## config.mk

```make
export PLATFORM = sky130hd
export DESIGN_NAME = at_autobaud_seq
export DESIGN_NICKNAME = d
export VERILOG_FILES = /design/src/rtl/at_seq_pkg.sv /design/src/rtl/at_bit_collect.sv /design/src/rtl/at_fmt_decode.sv /design/src/rtl/at_wr_queue.sv /design/src/rtl/at_autobaud_seq.sv
export SDC_FILE = /design/constraint.sdc
export NUM_CORES = 1
export LEC_CHECK = 0
export ABC_AREA = 1
export BUFFER_PORTS_ARGS = -buffer_cell sky130_fd_sc_hd__buf_4
export CAP_MARGIN = 20
export CORE_ASPECT_RATIO = 0.6
export CORE_MARGIN = 5
export CORE_UTILIZATION = 25
export DETAILED_ROUTE_END_ITERATION = 12
export PLACE_DENSITY = 0.43
export SLEW_MARGIN = 40
export SYNTH_ARGS = -nofsm -noshare
export SYNTH_HDL_FRONTEND = slang
export SYNTH_SLANG_ARGS = --single-unit
export TNS_END_PERCENT = 50
```

## constraint.sdc

```tcl
create_clock -name clk -period 5.3 [get_ports clk]
set_clock_uncertainty 0.05 [all_clocks]
set_input_delay 1.06 -clock clk [delete_from_list [all_inputs] [get_ports clk]]
set_output_delay 1.06 -clock clk [all_outputs]
set_load 0.01 [all_outputs]
```

## src/rtl/at_seq_pkg.sv

```systemverilog
package at_seq_pkg;
  localparam int FRAME_BITS = 9;
  localparam int CNT_W      = $clog2(FRAME_BITS + 1);
  localparam int RATE_W     = 4;
  localparam int STAT_W     = RATE_W + 3;
  localparam int BYTE_W     = 8;

  localparam logic [2:0] MODE_AUTOBAUD = 3'd2;

  localparam logic [6:0] CH_UP_A  = 7'h41;
  localparam logic [6:0] CH_LO_A  = 7'h61;
  localparam logic [6:0] CH_UP_T  = 7'h54;
  localparam logic [6:0] CH_LO_T  = 7'h74;
  localparam logic [6:0] CH_SLASH = 7'h2F;
  localparam logic [7:0] CH_CR    = 8'h0D;

  typedef enum logic [1:0] {
    PAR_NONE  = 2'b00,
    PAR_SPACE = 2'b01,
    PAR_EVEN  = 2'b10,
    PAR_ODD   = 2'b11
  } par_e;

  typedef enum logic [2:0] {
    S_HUNT,
    S_CHR7,
    S_FMT,
    S_SKIP,
    S_CMD_GAP,
    S_CMD_BITS
  } seq_st_e;
endpackage

```

## src/rtl/at_bit_collect.sv

```systemverilog
module at_bit_collect
  import at_seq_pkg::*;
(
  input  logic                  clk,
  input  logic                  rst_n,
  input  logic                  clr,
  input  logic                  bit_vld,
  input  logic                  bit_dat,
  output logic [FRAME_BITS-1:0] bits_nx,
  output logic [CNT_W-1:0]      bcnt
);
  logic [FRAME_BITS-1:0] bits_q;
  logic                  room;

  assign room = (bcnt < CNT_W'(FRAME_BITS));

  // Current frame including the bit arriving this cycle.
  always_comb begin
    bits_nx = bits_q;
    if (bit_vld && room) bits_nx[bcnt] = bit_dat;
  end

  always_ff @(posedge clk or negedge rst_n) begin
    if (!rst_n) begin
      bits_q <= '0;
      bcnt   <= '0;
    end else if (clr) begin
      bits_q <= '0;
      bcnt   <= '0;
    end else if (bit_vld && room) begin
      bits_q <= bits_nx;
      bcnt   <= bcnt + CNT_W'(1);
    end
  end
endmodule

```

## src/rtl/at_fmt_decode.sv

```systemverilog
module at_fmt_decode
  import at_seq_pkg::*;
(
  input  logic [6:0] code7,
  input  logic       tail0,
  input  logic       tail1,
  output logic       len8,
  output par_e       par
);
  // tail0 is either the parity bit of a 7-bit word or the top data bit of
  // an 8-bit word (always 0 for the letter A); tail1 follows it.
  always_comb begin
    if (tail0) begin
      len8 = 1'b0;
      par  = (^{code7, tail0}) ? PAR_ODD : PAR_EVEN;
    end else if (tail1) begin
      len8 = 1'b1;
      par  = PAR_NONE;
    end else begin
      len8 = 1'b1;
      par  = PAR_SPACE;
    end
  end
endmodule

```

## src/rtl/at_wr_queue.sv

```systemverilog
module at_wr_queue #(
  parameter int DW    = 8,
  parameter int DEPTH = 4
) (
  input  logic          clk,
  input  logic          rst_n,
  input  logic          push_a,
  input  logic [DW-1:0] dat_a,
  input  logic          push_b,
  input  logic [DW-1:0] dat_b,
  output logic          out_valid,
  output logic [DW-1:0] out_data,
  input  logic          out_ready
);
  localparam int AW = (DEPTH > 1) ? $clog2(DEPTH) : 1;
  localparam int CW = $clog2(DEPTH + 1);
  localparam logic [CW-1:0] DEPTH_C = CW'(DEPTH);

  logic [DW-1:0] mem [DEPTH];
  logic [AW-1:0] rp, wp, wp_b;
  logic [CW-1:0] cnt, free;
  logic          take_a, take_b, pop;

  assign free      = DEPTH_C - cnt;
  assign take_a    = push_a && (free >= CW'(1));
  assign take_b    = push_b && (free >= (take_a ? CW'(2) : CW'(1)));
  assign pop       = out_valid && out_ready;
  assign wp_b      = take_a ? wp + AW'(1) : wp;
  assign out_valid = (cnt != '0);
  assign out_data  = out_valid ? mem[rp] : '0;

  always_ff @(posedge clk) begin
    if (take_a) mem[wp]   <= dat_a;
    if (take_b) mem[wp_b] <= dat_b;
  end

  always_ff @(posedge clk or negedge rst_n) begin
    if (!rst_n) begin
      rp  <= '0;
      wp  <= '0;
      cnt <= '0;
    end else begin
      wp  <= wp + AW'(take_a) + AW'(take_b);
      rp  <= rp + AW'(pop);
      cnt <= cnt + CW'(take_a) + CW'(take_b) - CW'(pop);
    end
  end
endmodule

```

## src/rtl/at_autobaud_seq.sv

```systemverilog
module at_autobaud_seq
  import at_seq_pkg::*;
#(
  parameter int QDEPTH = 4
) (
  input  logic              clk,
  input  logic              rst_n,
  input  logic [2:0]        mode_sel,
  input  logic              frm_start,
  input  logic              frm_rate_ok,
  input  logic [RATE_W-1:0] frm_rate,
  input  logic              bit_vld,
  input  logic              bit_dat,
  output logic              rate_rearm,
  output logic              wr_valid,
  input  logic              wr_ready,
  output logic [BYTE_W-1:0] wr_data,
  output logic [STAT_W-1:0] status,
  output logic              det_len8,
  output logic [1:0]        det_par,
  output logic              irq
);
  localparam logic [CNT_W-1:0] IDX_CODE_END = CNT_W'(6);
  localparam logic [CNT_W-1:0] IDX_FMT_END  = CNT_W'(8);
  localparam logic [CNT_W-1:0] IDX_LEN8_END = CNT_W'(7);

  seq_st_e               st_q, st_d;
  logic                  active;
  logic [FRAME_BITS-1:0] bits_nx;
  logic [CNT_W-1:0]      bcnt;
  logic [6:0]            code7;
  logic                  dec_len8;
  par_e                  dec_par;

  logic [RATE_W-1:0] rate_q, rate_d, prate_q, prate_d;
  logic              plen8_q, plen8_d;
  logic [1:0]        ppar_q, ppar_d;
  logic              have_q, have_d;
  logic [6:0]        first_q, first_d;
  logic [STAT_W-1:0] stat_q, stat_d;
  logic              irq_d, rearm_d;
  logic              push_a, push_b;
  logic [BYTE_W-1:0] dat_a, dat_b, cmd_byte;
  logic [CNT_W-1:0]  cmd_last;
  logic              t_match;

  assign active = (mode_sel == MODE_AUTOBAUD);

  at_bit_collect u_collect (
    .clk     (clk),
    .rst_n   (rst_n),
    .clr     (frm_start),
    .bit_vld (bit_vld && active),
    .bit_dat (bit_dat),
    .bits_nx (bits_nx),
    .bcnt    (bcnt)
  );

  assign code7 = bits_nx[6:0];

  at_fmt_decode u_fmt (
    .code7 (code7),
    .tail0 (bits_nx[7]),
    .tail1 (bits_nx[8]),
    .len8  (dec_len8),
    .par   (dec_par)
  );

  assign t_match  = (first_q == CH_UP_A) ? (code7 == CH_UP_T) : (code7 == CH_LO_T);
  assign cmd_last = stat_q[RATE_W] ? IDX_LEN8_END : IDX_CODE_END;
  assign cmd_byte = stat_q[RATE_W] ? bits_nx[7:0] : {1'b0, bits_nx[6:0]};

  always_comb begin
    st_d    = st_q;
    rate_d  = rate_q;
    prate_d = prate_q;
    plen8_d = plen8_q;
    ppar_d  = ppar_q;
    have_d  = have_q;
    first_d = first_q;
    stat_d  = stat_q;
    irq_d   = 1'b0;
    rearm_d = 1'b0;
    push_a  = 1'b0;
    push_b  = 1'b0;
    dat_a   = '0;
    dat_b   = '0;
    if (!active) begin
      st_d   = S_HUNT;
      have_d = 1'b0;
    end else if (frm_start) begin
      if (st_q == S_CMD_GAP || st_q == S_CMD_BITS) begin
        st_d = S_CMD_BITS;
      end else if (frm_rate_ok) begin
        st_d   = S_CHR7;
        rate_d = frm_rate;
      end else begin
        st_d   = S_HUNT;
        have_d = 1'b0;
      end
    end else if (bit_vld) begin
      unique case (st_q)
        S_CHR7: begin
          if (bcnt == IDX_CODE_END) begin
            rearm_d = 1'b1;
            have_d  = 1'b0;
            st_d    = S_SKIP;
            if (code7 == CH_UP_A || code7 == CH_LO_A) begin
              first_d = code7;
              st_d    = S_FMT;
            end else if (have_q && t_match) begin
              push_a = 1'b1;
              dat_a  = {1'b0, first_q};
              push_b = 1'b1;
              dat_b  = {1'b0, code7};
              stat_d = {ppar_q, plen8_q, prate_q};
              irq_d  = 1'b1;
              st_d   = S_CMD_GAP;
            end else if (have_q && code7 == CH_SLASH) begin
              push_a = 1'b1;
              dat_a  = {1'b0, first_q};
              push_b = 1'b1;
              dat_b  = {1'b0, code7};
            end
          end
        end
        S_FMT: begin
          if (bcnt == IDX_FMT_END) begin
            plen8_d = dec_len8;
            ppar_d  = dec_par;
            prate_d = rate_q;
            have_d  = 1'b1;
            st_d    = S_SKIP;
          end
        end
        S_CMD_BITS: begin
          if (bcnt == cmd_last) begin
            push_a = 1'b1;
            dat_a  = cmd_byte;
            irq_d  = 1'b1;
            st_d   = (cmd_byte == CH_CR) ? S_HUNT : S_CMD_GAP;
          end
        end
        default: ;
      endcase
    end
  end

  always_ff @(posedge clk or negedge rst_n) begin
    if (!rst_n) begin
      st_q       <= S_HUNT;
      rate_q     <= '0;
      prate_q    <= '0;
      plen8_q    <= 1'b0;
      ppar_q     <= PAR_NONE;
      have_q     <= 1'b0;
      first_q    <= '0;
      stat_q     <= '0;
      irq        <= 1'b0;
      rate_rearm <= 1'b0;
    end else begin
      st_q       <= st_d;
      rate_q     <= rate_d;
      prate_q    <= prate_d;
      plen8_q    <= plen8_d;
      ppar_q     <= ppar_d;
      have_q     <= have_d;
      first_q    <= first_d;
      stat_q     <= stat_d;
      irq        <= irq_d;
      rate_rearm <= rearm_d;
    end
  end

  at_wr_queue #(.DW(BYTE_W), .DEPTH(QDEPTH)) u_queue (
    .clk       (clk),
    .rst_n     (rst_n),
    .push_a    (push_a),
    .dat_a     (dat_a),
    .push_b    (push_b),
    .dat_b     (dat_b),
    .out_valid (wr_valid),
    .out_data  (wr_data),
    .out_ready (wr_ready)
  );

  assign status   = stat_q;
  assign det_len8 = stat_q[RATE_W];
  assign det_par  = stat_q[RATE_W+2:RATE_W+1];
endmodule

```

==> results.yml <==
power:
  power.switching_uw: 605.4
  ir_worst_vdd_v: 0.0001235
  p_total_mw: 1.845
  swShare_pct: 32.81
  combPwrFrac_pct: 23.5
  p_leak_nw: 2.595
  p_seq_share_pct: 40.4
  power_per_cell_area_mw_per_mm2: 314.7
  p_int_mw: 1.240
  clkPwrFrac_pct: 36.1
layout:
  fillerInstances: 2210
  fin_area_mm2: 0.005863
  final_common_cell: "nand2_1"
  layout_common_cells: "nand2_1 (145), nor2_1 (93), inv_1 (64), dfrtp_1 (51), buf_4 (35)"
  fin_util_pct: 29.43
  seqCellArea_mm2: 0.002197
  multi_input_area_mm2: 0.002476
  n_antenna_cell: 0
  drive_gt1_share_pct: 16.39
  nets: 681
  area_growth_pct: 16.42
route:
  drt-initial-drc-count: 279
  ant_nets: 0
  dr.pass1.iters: 5
  route.detailed.drc: 0
  viasPerCell: 4.464
  drt_wl_total_mm: 13.57
  wl_per_cell_um: 14.65
  vias: 4134
clock_network:
  cts_root_buf: "clkbuf_16"
  cts_made_buffers: 9
  cts.repair.resized: 0
  path_clk_slew_ns: 0.07
  hold_buffers: 0
  cts.sinks: 83
  htreeDepth: 3
  cts_tree: "yes"
  cts_setup_buffers: 0
  insertion_delay_ns: 0.35
  clk_path_buf_depth: 2
worst_setup_path:
  r2r_start: "u_collect.bcnt[0]$_DFFE_PN0P_"
  cpMostUsedCell: "nand2_4"
  slowest_stage: "fa_1"
  r2r_slack_ns: 0.89
  rr_worst_depth: 22
  worstSetupEndpointType: "flip-flop"
  r2r_end: "u_queue.cnt[2]$_DFF_PN0_"
  max_stage_delay_ns: 0.43
  worst-setup-path-type: "input port to flip-flop"
  path_max_fanout: 13
  crit_chain: "buf_4 > inv_2 > nand2_1 > nor2_2 > nand3_4 > o21ai_2 > inv_1 > nand3_2 > nor2_4 > nor2_2 > nand2_4 > nand2_4 > nand2_4 > ha_1 > inv_1 > nand2_1 > a211oi_1 > nor2_4 > fa_1 > fa_1 > xnor2_1 > xor2_1"
  required_ns: 5.52
  critPathArrivalTime_ns: 4.81
  startpoint_type: "input port"
  critPathLaunch: "mode_sel[0]"
die:
  io_pins: 35
  fp.dieArea_mm2: 0.02318
  start_util_pct: 25.28
  placementRows: 40
  core_mm2: 0.01992
  die_w_um: 193.2
  fp.dieH_um: 119.9
synthesis:
  synthArstFlopShare_pct: 61.45
  avgSynthCellArea_um2: 8.189
  synth-seq-cells: 83
  ys.flop_type: "dfrtp_1"
  syn_inst: 615
  synth-seq-area-share_pct: 43.63
  synth_edf_count: 28
  synth_warnings: 0
  syn_nets: 648
  synth_area_mm2: 0.005036
  post_synth_num_cell_types: 45
sta:
  finalSetupViolCount: 0
  finalHoldViolCount: 0
  min_period_over_period_pct: 86.69
  rsz0062_at_grt: "no"
  drv_slew: 0
  fin_tns_setup_ns: 0
  maxSlewHeadroom_pct: 53.01
  min_period_ns: 4.595
  max_freq_ghz: 0.2176
  tightest_slew_ns: 0.7049
grt:
  grt_pass1_wl_mm: 21.96
  antenna_found_initial: 0
  grt_use_total_pct: 11.98
  grt_pass1_vias: 3960
  overflow: 0
  grt_max_degree: 52
place:
  port_buffers: 34
  dp_hpwl_mm: 10.52
  gp_congestion: 0.8371
  post_dp_cell_area_mm2: 0.005549
hold_path:
  worstHoldStart: "first_q[3]$_DFFE_PN0P_"
  hold_path_class: "flip-flop to flip-flop"
  hold_depth: 2
  whs_endpoint: "first_q[3]$_DFFE_PN0P_"
run_status:
  status: "completed"
run:
  cap_violations: 0
## critical path: cells and delay by family
| kind | cells | cell delay (ns) |
|---|---|---|
| xor gates and xnor gates | 2 | 0.35 |
| adders and majority gates | 3 | 1.14 |
| AOI/OAI and AO/OA | 2 | 0.67 |
| buffers and inverters | 4 | 0.33 |
| and+or+nand+nor | 11 | 1.23 |
## power by group through the flow
stage / Sequential (mW) / Combinational, mW / Clock, mW
final: 0.746 / 0.433 / 0.666
after global routing: 0.753 / 0.492 / 0.706
after CTS: 0.746 / 0.443 / 0.682
after detailed placement: 0.758 / 0.444 / 0
after global placement: 0.762 / 0.434 / 0
after floorplan: 0.719 / 0.283 / 0
## final cells by class
| cell class | instances | share of cell area, % |
|---|---|---|
| Multi-Input combinational cell | 448 | 42.23 |
| Sequential cell | 83 | 37.47 |
| Tap cell | 273 | 5.826 |
| Clock buffer | 11 | 4.695 |
| Inverter | 71 | 4.631 |
| Timing Repair Buffer | 35 | 4.481 |
| Clock inverter | 5 | 0.6615 |
## cells by family (layout without fill, tap and decap cells)
kind of cell	count (synthesis)	in the layout	share of synthesized area, %
adders and majority gates	19	19	5.168
buffers and inverters	84	122	7.205
AOI/OAI and AO/OA	77	77	8.820
and+or+nand+nor	342	342	33.44
DFF	83	83	43.63
xor gates and xnor gates	10	10	1.739
## sequential cells by signal (all words and copies together) (netlist names)
name,count
status,7
irq,1
rate_q,4
st_q,3
prate_q,4
u_collect.bits_q,9
u_queue.cnt,3
have_q,1
plen8_q,1
u_queue.wp,2
u_collect.bcnt,4
ppar_q,2
rate_rearm,1
u_queue.mem,32
u_queue.rp,2
first_q,7
## how the worst max path moves through the flow
| stage | slack [ns] | end |
|---|---|---|
| after detailed placement | 0.32 | u_queue.cnt[2]$_DFF_PN0_ |
| after global routing | 0.35 | u_queue.cnt[2]$_DFF_PN0_ |
| after CTS | 0.68 | u_queue.cnt[2]$_DFF_PN0_ |
| final | 0.71 | u_queue.cnt[2]$_DFF_PN0_ |
| after floorplan | 0.62 | u_queue.cnt[2]$_DFF_PN0_ |
| after global placement | 0.49 | u_queue.cnt[2]$_DFF_PN0_ |
## metal layers
layer | vias up | wire (um) | track usage [%]
met1 | 1947 | 7623 | 18.60
met3 | 13 | 717 | 3.395
met5 | - | 0 | 0
li1 | 2066 | - | -
met4 | 0 | 115 | 2.387
met2 | 108 | 5109 | 16.27
## cells in the mapped netlist (2+ instances only)
library cell	number	area [um^2]
nand2_1	145	544.3
edfxtp_1	28	840.8
fa_1	3	60.06
nand3_1	27	135.1
buf_4	3	22.52
nand4_1	18	112.6
o31ai_1	4	30.03
dfrtp_1	51	1276
nand2_2	11	68.82
inv_1	64	240.2
buf_6	2	22.52
nor3_1	4	20.02
and2_1	4	25.02
dfxtp_1	4	80.08
o21ai_1	5	25.02
nand3_2	4	40.04
nand2_4	16	180.2
nor2_1	93	349.1
inv_2	5	18.77
clkbuf_1	7	26.28
nor2_2	5	31.28
ha_1	16	200.2
nor2_4	4	45.04
o21ai_2	2	17.52
o21ai_0	31	155.2
xor2_1	3	26.28
o22ai_1	7	43.79
nand3_4	5	87.58
a21oi_1	19	95.09
o21bai_1	2	15.01
nand3b_1	3	22.52
xnor2_1	7	61.31
## through the flow
step | setup WS, ns | hold WS, ns | cells
detailed placement | 0.3157 | 0.4041 | 910
CTS | 0.6816 | 0.4223 | 926
global placement | 0.4851 | 0.4025 | 910
global route | 0.3502 | 0.4497 | 926
finish | 0.7054 | 0.4171 | 926
floorplan | 0.6160 | 0.3861 | 615
No activity file was read; power rests on OpenSTA's default activity.
